<file path="config.mk">
export PLATFORM = sky130hd
export DESIGN_NAME = systolic_threshold_correlator
export DESIGN_NICKNAME = d
export VERILOG_FILES = /design/src/rtl/systolic_threshold_correlator.sv
export SDC_FILE = /design/constraint.sdc
export NUM_CORES = 1
export LEC_CHECK = 0
export CAP_MARGIN = 5
export CORE_UTILIZATION = 45
export CTS_BUF_LIST = sky130_fd_sc_hd__clkbuf_8
export DETAILED_ROUTE_END_ITERATION = 8
export GPL_TIMING_DRIVEN = 0
export SLEW_MARGIN = 20
export SYNTH_ARGS = -nofsm -noshare
export SYNTH_HDL_FRONTEND = slang
export SYNTH_SLANG_ARGS = --single-unit
export TNS_END_PERCENT = 1
</file>
<file path="constraint.sdc">
create_clock -name clk -period 1.36 [get_ports clk]
set_clock_uncertainty 0.1 [all_clocks]
set_input_delay 0.136 -clock clk [delete_from_list [all_inputs] [get_ports clk]]
set_output_delay 0.136 -clock clk [all_outputs]
set_load 0.005 [all_outputs]
</file>
<file path="src/rtl/systolic_threshold_correlator.sv">
module systolic_threshold_correlator #(
  parameter int N = 4
) (
  input  logic clk,
  input  logic rst_n,
  input  logic ref_load,
  input  logic ref_bit,
  input  logic stream_bit,
  output logic flag_out,
  output logic flag_valid
);
  localparam int FILL = 2 * N;
  localparam int SKEW = FILL - 1;
  localparam int CW   = $clog2(FILL + 1);

  logic [N:1]      ref_q;
  logic [SKEW-1:0] pipe;
  logic [N:1]      h0_q, h1_q, s_q;
  logic [N:1]      h0_d, h1_d, s_d;
  logic [CW-1:0]   run_cnt;

  always_ff @(posedge clk) begin
    if (!rst_n) ref_q <= '0;
    else if (ref_load) ref_q <= {ref_bit, ref_q[N:2]};
  end

  always_ff @(posedge clk) begin
    if (!rst_n) pipe <= '0;
    else pipe <= {pipe[SKEW-2:0], stream_bit};
  end

  for (genvar j = 1; j <= N; j++) begin : g_cell
    logic mis, h0_i, h1_i, s_i;
    assign mis = ref_q[j] ^ pipe[2*(N-j)];
    if (j == N) begin : g_edge
      assign h0_i = 1'b0;
      assign h1_i = 1'b0;
      assign s_i  = 1'b0;
    end else begin : g_link
      assign h0_i = h0_q[j+1];
      assign h1_i = h1_q[j+1];
      assign s_i  = s_q[j+1];
    end
    assign h0_d[j] = h0_i | mis;
    assign h1_d[j] = h1_i ^ (mis & h0_i);
    assign s_d[j]  = s_i | (mis & h0_i & h1_i);
  end

  always_ff @(posedge clk) begin
    if (!rst_n) begin
      h0_q <= '0;
      h1_q <= '0;
      s_q  <= '0;
    end else begin
      h0_q <= h0_d;
      h1_q <= h1_d;
      s_q  <= s_d;
    end
  end

  always_ff @(posedge clk) begin
    if (!rst_n || ref_load) run_cnt <= '0;
    else if (run_cnt != CW'(FILL)) run_cnt <= run_cnt + 1'b1;
  end

  assign flag_out   = s_q[1];
  assign flag_valid = (run_cnt == CW'(FILL));
endmodule

</file>
Word-level counts from Yosys, hierarchy flattened:

Cells that the tools add are included.

* memory bits (read-only): 0
* bits in latches: 0
* input port bits: 5
* output and inout port bits: 2
* memories kept: 0
* RAM bits: 0
* register bits: 27

* equal/unequal tests: 2
* add/sub/neg operators: 1
* reductions and logical operators: 2
* muxes and demuxes: 0
* shift-type cells: 0
* divide/modulo/power cells: 0
* magnitude comparators: 0
* $mul: 0
* bitwise gates (word level): 19

Operator list (number)
* 1-bit bitwise XOR: 7
* 1-bit bitwise AND: 6
* 1-bit bitwise OR: 6
* 4-bit by 1-bit adder with 4-bit output, second input constant: 1
* 4-bit equality test, second input constant: 1
* 4-bit != test, second input constant: 1
* 1-bit logical NOT: 1
* 1-bit logical OR: 1

Longest topological paths before layout:

* word-level depth: 4
* mapped depth: 5
* mapped depth without buffers: 4

Worst setup path after synthesis:

No wires, ideal clock.

* path type: reg2reg
* start point: register run_cnt[0]
* end point: register run_cnt[2]
* setup slack: 102 ps
* clock period less this slack: 1258 ps
* stages on the path, launching flop included: 6
* setup time: 87 ps
* arrival: 1071 ps
* cells stage by stage: dfxtp_1 > inv_1 > ha_1 > and3b_1 > buf_6 > nor4b_2

* cells in the longest elaborated chain, start to end: 1
* elaborated cells on any way between the ends: 2
* classes of those cells: add/sub (1); eq/ne (1)

RTL lines
* start: declaration: RTL line 20 `logic [CW-1:0] run_cnt;`
* start signal: assignment: RTL line 63 `else if (run_cnt != CW'(FILL)) run_cnt <= run_cnt + 1'b1;`
* 4-bit by 1-bit adder with 4-bit output or 4-bit != test (tied branches): RTL line 63

Parallel ways exist; a longest one is shown, timed or not.
A chain may end at the register's enable or synchronous reset.

Worst setup path in the final report:

* start point: register run_cnt[0]
* end point: output flag_valid

* cells in the longest elaborated chain, start to end: 1

RTL lines
* 4-bit equality test: RTL line 67 `assign flag_valid = (run_cnt == CW'(FILL));`
* end: declaration: RTL line 10 `output logic flag_valid`

No other way between the ends.

==> out/summary.log <==
[outcome] result of the run finished, violations left
[outcome] violations in the final reports negative setup slack
[timing] RSZ-0062 raised after global routing true
[power] VDD IR-drop max 0.0008476 V
[timing] final hold slack 0.3375 ns
[power] fraction of power spent switching nets 18.83%
[synth] Synth Instances 73
[worst_setup_path] highest cell delay on the worst timing path 0.37 ns
[synth] average footprint of a synthesized cell 11.45 µm²
[timing] count of endpoints failing hold in the final timing report 0
[clocking] hold-fix buffer count after cts 0
[clocking] number of H-tree branching levels 1
[global_routing] number of antenna violations at the first check in global routing 0
[power] leakage power 0.4304 nW
[global_routing] Total Routing Usage GR 13.53%
[global_routing] global-route wire length before repair 1938 µm
[finish] fraction of layout instances using a drive strength above 1 17.86%
[power] switching power summed over all nets 253.9 µW
[detailed_routing] DRT Pass-1 Iters 2
[global_routing] leftover overflow at the end of global routing 0
[synth] Synth area leaders dfxtp_1 53%, mux2i_1 8.4%, and2_1 8.2%, ha_1 4.5%, nand3b_1 3.6%
[synth] number of nets in the synthesized netlist 81
[detailed_routing] remaining antenna violation count 0
[worst_setup_path] worst-path cell chain inv_2, ha_4, and3b_2, buf_2
[timing] count of final max-slew check failures 0
[hold_path] type of the most critical hold path flop to flop
[floorplanning] die extent in y 45.10 µm
[synth] area share of the leading cell type in the synthesized netlist 52.69%
[finish] nets@finish 93
[timing] final total negative setup slack -0.004996 ns
[timing] min Tclk post-route 1.365 ns
[worst_setup_path] family of cells with the greatest summed delay on the critical path flip-flops
[worst_setup_path] startpoint types flop
[timing] maximum operating frequency 732.6 MHz
[detailed_routing] wire per inst 10.72 µm
[detailed_routing] remaining design rule violation count 0
[finish] final core utilization 59.35%
[detailed_routing] Vias per Instance 4.642
[hold_path] hold-critical path depth 2
[floorplanning] Starting Density 48.41%
[worst_setup_path] Crit path depth 4
[synth] post-synthesis cell type with the largest combined area dfxtp_1
[worst_setup_path] Critical Path AT 1.13 ns
[placed_design] Placement Cell Area 927.1 µm²
[placed_design] Port Buf Inserts 6
[floorplanning] floorplan row count 15
[floorplanning] Die W 45.10 µm
[timing] fraction of the cycle the final worst path needs 100.4%
[floorplanning] core footprint 1727 µm²
[worst_setup_path] worst r2r path cells 5
[worst_setup_path] classification of the worst setup path flop to output pin
[detailed_routing] total wire length 1168 µm
[clocking] Clock transition at path regs 0.08 ns
[floorplanning] I/O pins 7
[floorplanning] Die Area 2034 µm²
[timing] setup violation total in the final timing report 1
[clocking] number of clock sinks seen by CTS 22
[clocking] number of buffers on the longest clock path 2
[power] Int Power 1.094 mW
[power] part of the power in combinational logic 5.2%
[power] power per standard cell area 1315 nW/µm²
[power] share of total power in sequential cells 49.8%
[placed_design] last weighted congestion value of the routability-driven placer 0.6349
[power] Clk pwr share 45.0%
[global_routing] number of global-route vias before repair 452
[synth] portion of the post-synthesis area used by sequential elements 52.69%
[clocking] number of buffers created by CTS 3
[clocking] CTS root buffer clkbuf_8
[timing] Worst Max-Slew Pin Slew 0.3347 ns
[power] Total Power 1.348 mW
[clocking] clock tree from TritonCTS built
[finish] number of diodes 0
[worst_setup_path] critical path required time 1.12 ns
[worst_setup_path] Buf+Inv Stages, Crit Path 2
[synth] Synth Cell Area 835.8 µm²
[timing] Final Worst Setup Slack -0.004996 ns
[clocking] later-pin clock latency in the skew report 0.26 ns
[finish] finished layout cell area 1025 µm²
[detailed_routing] via count 506
[worst_setup_path] maximum fanout along the worst path 5
[finish] layout overhead on the synthesized area 22.60%
[flow_run] Max Cap Viol 0
[worst_setup_path] slowest stage cell, crit path dfxtp_4
[placed_design] detailed placer's ending HPWL 795.8 µm
[synth] number of library cell types mapped by synthesis 20
[global_routing] maximum number of pins on one net before global-route repair 14
[worst_setup_path] endpoint type of the worst setup path output pin
[synth] number of warnings reported in the yosys synthesis log 0
[synth] register bit count reported by yosys 22
[detailed_routing] initial DRC count 1
[timing] relative slew slack 77.69%
## kinds of logic (layout without fill, tap and decap cells)
group | after synthesis | in the layout | share of synthesized area (%)
compound gates | 3 | 3 | 2.394
flops | 22 | 22 | 52.69
buf+inv | 6 | 17 | 4.640
xor+xnor | 5 | 5 | 5.240
mux | 7 | 7 | 8.384
fa+ha+maj | 3 | 3 | 4.491
simple gates | 27 | 27 | 22.16
## cell type report
cell class / instances / area [µm²]
sequential: 22 / 445.4
clock inverter: 1 / 30.03
tap: 25 / 31.28
multi-input combinational: 45 / 379.1
inverter: 2 / 7.507
fill: 172 / 701.9
clock buffer: 3 / 41.29
buffer: 3 / 20.02
timing repair buffer: 8 / 70.07
## routing by layer
| layer | up-vias | global-route usage [%] | share of wire (%) |
|---|---|---|---|
| li1 | 259 | - | - |
| met1 | 239 | 17.72 | 51 |
| met2 | 6 | 20.29 | 46 |
| met3 | 2 | 3.600 | 2.4 |
| met4 | 0 | 7.273 | 0.34 |
| met5 | - | 0 | 0 |
## stage by stage
stage               cells  setup slack, ns
global route          109         -0.04315
global placement      104          -0.2149
floorplan              73           0.1016
finish                109        -0.004996
CTS                   109        -0.007855
detailed placement    104          -0.2127
## Yosys cell counts, drive strengths merged
cell / count
nor4b: 1
and2: 11
and3b: 1
nand3b: 4
xnor2: 2
and3: 1
o21ai: 1
buf: 2
o21a: 2
ha: 3
or3b: 2
clkbuf: 2
nand3: 2
mux2i: 7
nor2b: 4
dfxtp: 22
xor2: 3
inv: 2
nand2: 1
## flip-flops by register name, summed over array words and instances, names as in the netlist
signal / flops
pipe: 7
ref_q: 4
run_cnt: 4
h0_q: 3
h1_q: 2
s_q: 2
## repair_timing
item	4_1_cts	5_1_grt
gates resized for setup	10	2
pin swaps	1	0
setup endpoints to repair	1	2
setup buffers	2	0
## final timing paths
path | startpoint | end | slack (ns)
worst min-delay path | s_q[2]$_SDFF_PN0_ | s_q[1]$_SDFF_PN0_ | 0.34
worst max register to register | run_cnt[0]$_SDFFE_PP0N_ | run_cnt[2]$_SDFFE_PP0N_ | 0.06
worst min register to register | s_q[2]$_SDFF_PN0_ | s_q[1]$_SDFF_PN0_ | 0.34
worst max-delay path | run_cnt[0]$_SDFFE_PP0N_ | flag_valid | -0.005
## layout by cell type (no fill, tap or decap), types with 2 or more instances in the layout
| master | synthesis | routed |
|---|---|---|
| and2_1 | 11 | 11 |
| buf_4 | 0 | 2 |
| clkbuf_8 | 0 | 3 |
| clkdlybuf4s50_1 | 0 | 5 |
| dfxtp_1 | 22 | 20 |
| ha_1 | 3 | 2 |
| mux2i_1 | 7 | 7 |
| nand3_1 | 2 | 2 |
| nand3b_1 | 4 | 4 |
| nor2b_1 | 4 | 4 |
| o21a_1 | 2 | 2 |
| or3b_1 | 2 | 2 |
| xnor2_1 | 2 | 2 |
| xor2_1 | 3 | 3 |
## power groups by stage
stage	clock network, mW	logic, mW	registers (mW)
finish	0.607	0.0697	0.671
global placement	0	0.0632	0.687
CTS	0.616	0.0668	0.671
detailed placement	0	0.0640	0.687
floorplan	0	0.0421	0.684
global route	0.647	0.0775	0.674
## worst register-to-register path: stages (launching register included)
cell	delay, ns
dfxtp_4	0.37
inv_2	0.04
ha_4	0.14
and3b_2	0.19
buf_4	0.15
nor4b_4	0.23
No activity file was read; power rests on OpenSTA's default activity.
